File: src/rtl/cfg_port_pkg.sv
package cfg_port_pkg;

  localparam int NUM_DEV = 8;
  localparam int DEV_W   = 5;
  localparam int DEV_LSB = 11;

  typedef enum logic [1:0] {
    RSP_NONE = 2'd0,
    RSP_IDX  = 2'd1,
    RSP_CFG  = 2'd2,
    RSP_ONES = 2'd3
  } rsp_kind_e;

  // device number wired to each select line, lowest line first
  function automatic logic [DEV_W-1:0] slot_devnum(input int line);
    case (line)
      0:       slot_devnum = 5'd0;
      1:       slot_devnum = 5'd2;
      2:       slot_devnum = 5'd5;
      3:       slot_devnum = 5'd6;
      4:       slot_devnum = 5'd7;
      5:       slot_devnum = 5'd13;
      6:       slot_devnum = 5'd14;
      default: slot_devnum = 5'd15;
    endcase
  endfunction

endpackage

File: src/rtl/cfg_index_reg.sv
module cfg_index_reg #(
  parameter int DATA_W = 32
) (
  input  logic              clk,
  input  logic              rst,
  input  logic              wr_en,
  input  logic [DATA_W-1:0] wdata,
  output logic [DATA_W-1:0] idx_q
);

  always_ff @(posedge clk) begin
    if (rst)
      idx_q <= '0;
    else if (wr_en)
      idx_q <= wdata;
  end

endmodule

File: src/rtl/cfg_dev_map.sv
module cfg_dev_map
  import cfg_port_pkg::*;
#(
  parameter int LINES = NUM_DEV
) (
  input  logic [DEV_W-1:0] devnum,
  output logic [LINES-1:0] sel,
  output logic             hit
);

  for (genvar g = 0; g < LINES; g++) begin : g_line
    assign sel[g] = (devnum == slot_devnum(g));
  end

  assign hit = |sel;

endmodule

File: src/rtl/cfg_rsp.sv
module cfg_rsp
  import cfg_port_pkg::*;
#(
  parameter int DATA_W = 32
) (
  input  logic              clk,
  input  logic              rst,
  input  rsp_kind_e         kind,
  input  logic [DATA_W-1:0] idx_val,
  input  logic [DATA_W-1:0] dev_data,
  output logic              rvalid,
  output logic [DATA_W-1:0] rdata
);

  always_ff @(posedge clk) begin
    if (rst) begin
      rvalid <= 1'b0;
      rdata  <= '0;
    end else begin
      rvalid <= (kind != RSP_NONE);
      case (kind)
        RSP_IDX:  rdata <= idx_val;
        RSP_CFG:  rdata <= dev_data;
        RSP_ONES: rdata <= '1;
        default:  rdata <= rdata;
      endcase
    end
  end

endmodule

File: src/rtl/cfg_port_decoder.sv
module cfg_port_decoder
  import cfg_port_pkg::*;
#(
  parameter int              ADDR_W    = 16,
  parameter int              DATA_W    = 32,
  parameter int              REG_W     = 8,
  parameter logic [ADDR_W-1:0] IDX_PORT  = 16'h0CF8,
  parameter logic [ADDR_W-1:0] DATA_PORT = 16'h0CFC
) (
  input  logic              clk,
  input  logic              rst,
  input  logic [ADDR_W-1:0] io_addr,
  input  logic [DATA_W-1:0] io_wdata,
  input  logic              io_wr,
  input  logic              io_rd,
  output logic [DATA_W-1:0] io_rdata,
  output logic              io_rvalid,
  output logic              cfg_req,
  output logic              cfg_we,
  output logic [NUM_DEV-1:0] cfg_dev_sel,
  output logic [REG_W-1:0]  cfg_reg,
  output logic [DATA_W-1:0] cfg_wdata,
  input  logic [DATA_W-1:0] cfg_rdata
);

  localparam int EN_BIT = DATA_W - 1;

  logic              idx_hit, dat_hit, dat_go;
  logic [DATA_W-1:0] idx_q;
  logic [NUM_DEV-1:0] map_sel;
  logic              map_hit;
  rsp_kind_e         s1_kind;
  logic [DATA_W-1:0] s1_idx;

  assign idx_hit = (io_addr == IDX_PORT);
  assign dat_hit = (io_addr == DATA_PORT);

  cfg_index_reg #(.DATA_W(DATA_W)) idx_i (
    .clk   (clk),
    .rst   (rst),
    .wr_en (io_wr & idx_hit),
    .wdata (io_wdata),
    .idx_q (idx_q)
  );

  cfg_dev_map #(.LINES(NUM_DEV)) map_i (
    .devnum (idx_q[DEV_LSB +: DEV_W]),
    .sel    (map_sel),
    .hit    (map_hit)
  );

  assign dat_go = dat_hit & (io_wr | io_rd) & idx_q[EN_BIT] & map_hit;

  // request stage toward the devices
  always_ff @(posedge clk) begin
    if (rst) begin
      cfg_req     <= 1'b0;
      cfg_we      <= 1'b0;
      cfg_dev_sel <= '0;
      cfg_reg     <= '0;
      cfg_wdata   <= '0;
    end else begin
      cfg_req     <= dat_go;
      cfg_we      <= dat_go & io_wr;
      cfg_dev_sel <= dat_go ? map_sel : '0;
      cfg_reg     <= dat_go ? {idx_q[REG_W-1:2], 2'b00} : '0;
      if (dat_go & io_wr)
        cfg_wdata <= io_wdata;
    end
  end

  // read bookkeeping aligned with the request stage
  always_ff @(posedge clk) begin
    if (rst) begin
      s1_kind <= RSP_NONE;
      s1_idx  <= '0;
    end else begin
      s1_idx <= idx_q;
      if (io_wr || !io_rd)
        s1_kind <= RSP_NONE;
      else if (idx_hit)
        s1_kind <= RSP_IDX;
      else if (dat_hit)
        s1_kind <= dat_go ? RSP_CFG : RSP_ONES;
      else
        s1_kind <= RSP_NONE;
    end
  end

  cfg_rsp #(.DATA_W(DATA_W)) rsp_i (
    .clk      (clk),
    .rst      (rst),
    .kind     (s1_kind),
    .idx_val  (s1_idx),
    .dev_data (cfg_rdata),
    .rvalid   (io_rvalid),
    .rdata    (io_rdata)
  );

endmodule

File: config.mk
export PLATFORM = sky130hd
export DESIGN_NAME = cfg_port_decoder
export DESIGN_NICKNAME = d
export VERILOG_FILES = /design/src/rtl/cfg_port_pkg.sv /design/src/rtl/cfg_index_reg.sv /design/src/rtl/cfg_dev_map.sv /design/src/rtl/cfg_rsp.sv /design/src/rtl/cfg_port_decoder.sv
export SDC_FILE = /design/constraint.sdc
export NUM_CORES = 1
export LEC_CHECK = 0
export BUFFER_PORTS_ARGS = -buffer_cell sky130_fd_sc_hd__buf_2
export CAP_MARGIN = 5
export CORE_ASPECT_RATIO = 0.8
export CORE_MARGIN = 5
export CORE_UTILIZATION = 40
export CTS_BUF_LIST = sky130_fd_sc_hd__clkbuf_8
export DETAILED_ROUTE_END_ITERATION = 16
export HOLD_SLACK_MARGIN = 0.05
export PLACE_DENSITY_LB_ADDON = 0.25
export SLEW_MARGIN = 25
export SYNTH_ARGS = -nofsm -noshare
export SYNTH_HDL_FRONTEND = slang
export SYNTH_SLANG_ARGS = --single-unit
File: constraint.sdc
create_clock -name clk -period 1.8 [get_ports clk]
set_clock_uncertainty 0.1 [all_clocks]
set_input_delay 0.18 -clock clk [delete_from_list [all_inputs] [get_ports clk]]
set_output_delay 0.18 -clock clk [all_outputs]
set_load 0.01 [all_outputs]
# Yosys cells after proc, flatten, opt, wreduce, memory -nomap -nowiden
# Cells that the tools add are included.
# totals
word_cells	45
reg_bits	149
in_bits	84
# op_classes
eq_ne	12
mux	4
n_reduce_logical	9
bitwise_logic	8
# op_table
cell	count
32-bit case mux with 3 select lines	1
16-bit by 12-bit == test with 1-bit output (second input constant)	2
5-bit by 3-bit == test with 1-bit output (second input constant)	3
5-bit by 4-bit == test with 1-bit output (second input constant)	3
8-bit OR reduction	1
1-bit AND	5
5-bit by 2-bit == test with 1-bit output (second input constant)	1
5-bit zero test	1
2-bit == test (second input constant)	2
2-bit OR reduction	2
4-bit OR reduction	1
1-bit 2-to-1 mux	3
3-bit nonzero test	1
2-bit by 1-bit == test with 1-bit output (second input constant)	1
1-bit NOT	2
2-bit nonzero test	1
1-bit zero test	1
1-bit logical OR	1
1-bit bitwise OR	1

# Longest topological paths before layout
# Gate-level depths: netlist (run 1).
# depth
ltp_word	7
ltp_mapped	5

# Modules after synthesis
# From an unflattened synthesis (run 1), not the netlist that was laid out.
# unflattened
cells_unflattened	535
area_unflattened_um2	5764.3
# modules_own_cells
module	n_inst	cells_each	area_each_um2	seq_area_each_um2
cfg_port_decoder	1	269	2780.2	1641.6
cfg_rsp	1	147	1735.4	660.6
cfg_index_reg	1	103	1163.6	640.6
cfg_dev_map	1	16	85.1	0.0

# Worst setup path after synthesis (run 1)
# OpenSTA, ideal clock, no wires.
# synth_timing
path_kind	register to register
from	register s1_kind[0]
to	register rsp_i.rdata[30]
stages_incl_launch_ff	6
setup_ns	0.128
slack_ns	0.284
n_path_buf	2
t_arrival_ns	1.288
cell_sequence	dfxtp_1 clkbuf_1 buf_2 mux2_2 o22ai_1 nor2_1
# synth_via
elab_chain_len	2
elab_cells_between_ends	5
# synth_rtl
element	line_no	source
start, declared	cfg_port_decoder.sv:32	rsp_kind_e s1_kind;
start signal, assigned	cfg_port_decoder.sv:84	s1_kind <= dat_go ? RSP_CFG : RSP_ONES;
2-bit == test / 2-bit by 1-bit == test with 1-bit output (equally long branches)	cfg_rsp.sv:21	case (kind)
32-bit case mux with 3 select lines / 3-bit nonzero test (equally long branches)	-	
end signal, assigned	cfg_rsp.sv:22	RSP_IDX: rdata <= idx_val;
end signal, assigned	cfg_rsp.sv:23	RSP_CFG: rdata <= dev_data;
end signal, assigned	cfg_rsp.sv:25	default: rdata <= rdata;
end, declared	cfg_rsp.sv:12	output logic [DATA_W-1:0] rdata
# Parallel ways exist; a longest one is shown, timed or not.
# A chain may end at the register's enable or synchronous reset.

# Worst setup path in the final report (run 1)
# layout_timing
from	input io_wr
to	register cfg_wdata[13]
# layout_via
elab_chain_len	5
# layout_rtl
element	line_no	source
start, declared	cfg_port_decoder.sv:14	input logic io_wr,
1-bit bitwise OR	cfg_port_decoder.sv:52	assign dat_go = dat_hit & (io_wr | io_rd) & idx_q[EN_BIT] & map_hit;
1-bit AND (3 in a row)	cfg_port_decoder.sv:52	
1-bit AND (*)	cfg_port_decoder.sv:67	if (dat_go & io_wr)
end signal, assigned	cfg_port_decoder.sv:68	cfg_wdata <= io_wdata;
end, declared	cfg_port_decoder.sv:22	output logic [DATA_W-1:0] cfg_wdata,
# Every way passes the cells marked *; elsewhere a longest branch is shown, timed or not.

==> results_dict.tcl, run 1 <==
set metrics [dict create \
    syn_inst 558 \
    drtAntennaViolNets 0 \
    fp.dieW_um 141 \
    layout_common_cells "buf_2, dfxtp_1, dlygate4sd3_1" \
    fill_cells 1230 \
    wl_per_cell_um 15.62 \
    power_density_mw_per_mm2 799.0 \
    wirelength_um 15170 \
    min_from "io_addr[8]" \
    slew_viol_final 0 \
    period_needed_ps 1640 \
    first_pass_iters 4 \
    rr_endpoint "cfg_dev_sel[5]$_SDFF_PP0_" \
    cts_tree "done" \
    stdcell_count 971 \
    avgSynthCellArea_um2 9.841 \
    ys_ff_latch 147 \
    met2WireLength_um 6803 \
    cap_violations 0 \
    arrival_ps 1890 \
    post-cts-setup-buffers 0 \
    r2r-start "idx_i.idx_q[11]$_SDFFE_PP0P_" \
    grt_pass1_vias 4608 \
    finalHoldViolations 0 \
    gr-total-overflow 0 \
    hold_depth 5 \
    die_h_um 114.8 \
    clock-root-buffer "clkbuf_8" \
    power_leakage_nw 3.190 \
    path_max_fanout 11 \
    place_congestion 0.8134 \
    synth.cell_area_mm2 0.005492 \
    antenna_found_initial 0 \
    crit_chain "dlygate4sd3_1 -> buf_2 -> nor4b_2 -> nand4_2 -> nor2_4 -> buf_6 -> mux2i_1" \
    die-area_mm2 0.01619 \
    r2r_slack_ps 220 \
    io_buffer_count 164 \
    hold_path.class "in2reg" \
    fmax_mhz 609.6 \
    crit_path_end_kind "register" \
    synth_ff_type "dfxtp_1" \
    crit_buf_inv 3 \
    wirelength_met1_um 7222 \
    synth_warnings 0 \
    yosysUniqueCellTypes 35 \
    nets 862 \
    grt_max_degree 130 \
    clk_pin_slew_ps 80 \
    cts_buffer_depth 2 \
    holdWs_ps 192.9 \
    top_layer "met4" \
    layout_commonest_cell "buf_2" \
    fin_setup_tns_ps 0 \
    synth-edff-count 0 \
    core_area_mm2 0.01350 \
    drive_above_1_share_pct 27.97 \
    dp_hpwl_um 10200 \
    numCtsBuffers 17 \
    rsz0062_at_grt "no" \
    viasPerCell 4.737 \
    drc 0 \
    holdPathEnd "cfg_req$_SDFF_PP0_" \
    reg2regPathDepth 3 \
    crit_required_ps 2050 \
    outcome "completed" \
    ir_drop_v 0.0004477 \
    place_inst 873 \
    cpPeakStageDelay_ps 520 \
    grt_pass1_wl_um 24030 \
    async_reset_ff_share_pct 0 \
    start_util_pct 40.67 \
    ys_seq_area_share_pct 53.59 \
    cpMaxStageDelayCell "dlygate4sd3_1" \
    min_period_over_period_pct 91.14 \
    synthToLayoutAreaGrowth_pct 36.45 \
    critPathKind "in2reg" \
    vias 4600 \
    grt_use_total_pct 18.90 \
    cts_max_level 4 \
    ios 167 \
    drt-initial-drc-count 202 \
    worstSetupStartpointType "input port" \
    crit_family "buffers and inverters" \
    total_power_mw 5.987 \
    setup_viol 0 \
    clkLatencyLatePin_ps 430 \
    wl_met3_um 901 \
    cts.sinks 147 \
    rows 38 \
]
## cell families (layout without fill, tap and decap cells)
kind of cell | Yosys count | in the layout | share of synthesized area, %
AOI/OAI and AO/OA | 99 | 99 | 10.50
buffers and inverters | 45 | 276 | 4.329
DFF | 147 | 147 | 53.59
muxes | 33 | 33 | 6.038
other | 1 | 3 | 0.06829
and+or+nand+nor | 233 | 233 | 25.47
## Yosys cell counts (4+ instances only)
cell      count  area (um^2)
mux2i_1      32        320.3
nor2b_1      62        387.9
nor4_1        6        37.54
buf_6         7        78.83
and4bb_2      4        50.05
clkbuf_1     25        93.84
and2_1        6        37.54
nor2_1       38        142.6
nor3_1       36        180.2
nand2b_1     65        406.6
o21ai_0      34        170.2
o21ai_1      32        160.2
a211oi_1     31        232.7
dfxtp_1     147         2943
buf_2         7        35.03
## worst max-delay path by stage
stage | from | to | slack, ps | depth (start not counted)
after floorplan | s1_kind[0]$_SDFF_PP0_ | rsp_i.rdata[30]$_SDFFE_PP0P_ | 280 | 5
after global placement | io_addr[13] | cfg_dev_sel[2]$_SDFF_PP0_ | 220 | 5
after detailed placement | io_addr[13] | cfg_dev_sel[2]$_SDFF_PP0_ | 70 | 5
after CTS | idx_i.idx_q[11]$_SDFFE_PP0P_ | cfg_dev_sel[2]$_SDFF_PP0_ | 150 | 4
after global routing | io_wr | idx_i.idx_q[30]$_SDFFE_PP0P_ | 7 | 7
final | io_wr | cfg_wdata[13]$_SDFFE_PP0P_ | 160 | 7
## cell type report
cell class | count | area, um^2 | share of cell area [%]
timing repair buffer | 243 | 1610 | 21.49
inverter | 2 | 7.507 | 0.1002
multi-input combinational | 367 | 2330 | 31.09
clock buffer | 21 | 289.0 | 3.857
tap | 180 | 225.2 | 3.006
antenna | 1 | 2.502 | 0.03339
clock inverter | 10 | 85.08 | 1.135
sequential | 147 | 2944 | 39.29
## what timing repair did
action / 4_1_cts / 5_1_grt
hold buffers: 66 / 0
endpoints found under the hold margin: 99 / 0
gates resized for setup: 0 / 4
setup endpoints to repair: 0 / 3
## tightest hold or removal path, delay by kind of cell
family	cells	cell delay, ps
buffers and inverters	2	260
AND/OR/NAND/NOR	3	230
## where the power goes
| group | leakage [nW] | internal (mW) | switching (mW) | total, mW |
|---|---|---|---|---|
| registers | 1.18 | 3.25 | 0.00000638 | 3.25 |
| logic | 1.81 | 0.201 | 0.137 | 0.338 |
| clock network | 0.196 | 1.22 | 1.18 | 2.40 |
## per-layer routing
layer,vias to the layer above,GRT usage [%]
met5,-,0
li1,2348,-
met2,121,29.27
met1,2110,25.56
met4,0,6.133
met3,21,5.613
## through the flow
step | area, um^2 | setup slack [ps] | util, %
floorplan | 5495 | 284.4 | -
global placement | 6437 | 223.2 | 47.67
detailed placement | 6437 | 67.28 | 47.67
CTS | 7472 | 150.1 | 55.34
global route | 7491 | 7.003 | 55.48
finish | 7493 | 159.6 | 55.49
No activity file was read; power rests on OpenSTA's default activity.
==> inputs of run 2 (changes only) <==
PLACE_DENSITY = 0.73   (was not set)
PLACE_DENSITY_LB_ADDON = not set   (was 0.25)
==> run 2 against run 1 <==
- register-to-register slack got worse by 60 ps
- power increased by 0.92%
- sequential share of layout area about the same
- via count increased by 2.2%
- critical path depth unchanged
- worst hold slack got worse by 7.8 ps
- cell area decreased by 0.10%
- first-iteration DRC count increased by 5.0%
- sequential power about the same
- core utilization decreased by 0.056 points
- combinational power increased by 2%
- highest routed layer unchanged
==> results_dict.tcl, run 2 (synthesis gave the netlist of run 1 again) <==
set metrics [dict create \
    cap_violations 0 \
    fp.dieW_um 141 \
    cts_buffer_depth 2 \
    clk_pin_slew_ps 80 \
    period_needed_ps 1666 \
    crit_buf_inv 3 \
    arrival_ps 1950 \
    cpMaxStageDelayCell "dlygate4sd3_1" \
    ios 167 \
    clock-root-buffer "clkbuf_8" \
    fin_ws_ps 134.3 \
    gr-total-overflow 0 \
    hold_path.class "in2reg" \
    min_period_over_period_pct 92.54 \
    viasPerCell 4.844 \
    nets 861 \
    cpPeakStageDelay_ps 540 \
    r2r-start "idx_i.idx_q[11]$_SDFFE_PP0P_" \
    power_density_mw_per_mm2 807.1 \
    core_area_mm2 0.01350 \
    finalHoldViolations 0 \
    dp_slack_ps 87.86 \
    synthToLayoutAreaGrowth_pct 36.32 \
    vias 4699 \
    io_buffer_count 164 \
    final_util_pct 55.44 \
    place_congestion 0.8439 \
    cts_tree "done" \
    antenna_cells 0 \
    crit_start "io_wr" \
    critPathKind "in2reg" \
    die_h_um 114.8 \
    crit_required_ps 2080 \
    dp_hpwl_um 10110 \
    cts_max_level 4 \
    drive_above_1_share_pct 27.85 \
    wirelength_um 15210 \
    drtAntennaViolNets 0 \
    slew_viol_final 0 \
    fmax_mhz 600.4 \
    crit_path_end_kind "register" \
    fill_cells 1177 \
    first_pass_iters 5 \
    postLayoutCellArea_mm2 0.007486 \
    grt_use_total_pct 18.91 \
    crit_family "buffers and inverters" \
    start_util_pct 40.67 \
    layout_common_cells "buf_2, dfxtp_1, dlygate4sd3_1" \
    grt_max_degree 130 \
    worstSetupStartpointType "input port" \
    fin_setup_tns_ps 0 \
    drt-initial-drc-count 212 \
    drc 0 \
    outcome "completed" \
    grt_pass1_wl_um 24060 \
    dpl_cell_area_mm2 0.006430 \
    rsz0062_at_grt "no" \
    min_from "io_addr[12]" \
    total_power_mw 6.042 \
    grt_pass1_vias 4693 \
    path_max_fanout 12 \
    crit_chain "dlygate4sd3_1 -> buf_2 -> nor4b_2 -> nand4_2 -> nor2_4 -> buf_4 -> mux2i_1" \
    ir_drop_v 0.0004579 \
    layout_commonest_cell "buf_2" \
    setup_viol 0 \
    post-cts-setup-buffers 0 \
    die-area_mm2 0.01619 \
    wl_per_cell_um 15.68 \
    clkLatencyLatePin_ps 460 \
    antenna_found_initial 0 \
    power_leakage_nw 3.182 \
    cts.sinks 147 \
    rows 38 \
    numCtsBuffers 17 \
]
[run 2: cell count changes in the layout (fill, tap and decap cells not counted), sizes merged]
cell	delta
clkinvlp	+1
inv	+2
diode	-1
clkinv	-1
clkbuf	-1
buf	-1
[run 2: timing repair]
action                                  in CTS  in global routing
endpoints found under the setup margin       0                  2
hold buffers                                66                  0
hold endpoints to repair                    99                  0
resized for setup                            0                  3
[run 2: final cells by class]
type                       instances  area (um^2)  area share, %
sequential                       147         2944          39.33
multi-input combinational        367         2327          31.09
tap                              180        225.2          3.009
clock inverter                    12        107.6          1.437
clock buffer                      20        275.3          3.677
timing repair buffer             242         1599          21.36
inverter                           2        7.507         0.1003
[run 2: worst min-delay path, delay by kind of cell]
kind          cells  cell delay, ps
buf+inv           2             250
simple gates      3             260
[run 2: path summary, 6_finish.rpt]
path,end,depth (start not counted),slack (ps)
setup / recovery,cfg_wdata[7]$_SDFFE_PP0P_,7,130
hold / removal,cfg_req$_SDFF_PP0_,5,190
setup reg to reg,cfg_dev_sel[5]$_SDFF_PP0_,3,160
hold reg to reg,cfg_reg[3]$_SDFF_PP0_,1,360
[run 2: per-layer routing]
layer	part of all wire (%)	up-vias	routed length [um]	global-route usage (%)
li1	-	2343	-	-
met1	46	2188	7050	24.16
met2	45	137	6876	30.29
met3	6.1	31	931	5.655
met4	2.3	0	347	7.553
met5	0	-	0	0
[run 2: power by group]
part / leakage, nW / internal, mW / switching [mW]
registers: 1.18 / 3.25 / 0.00000624
clock network: 0.196 / 1.20 / 1.25
logic: 1.80 / 0.201 / 0.143
total: 3.18 / 4.65 / 1.39
[run 2: through the flow]
step / hold WS (ps) / instances
floorplan: 192.2 / 559
global placement: 328.6 / 872
detailed placement: 343.7 / 872
CTS: 148.8 / 970
global route: 184.1 / 970
finish: 185.0 / 970
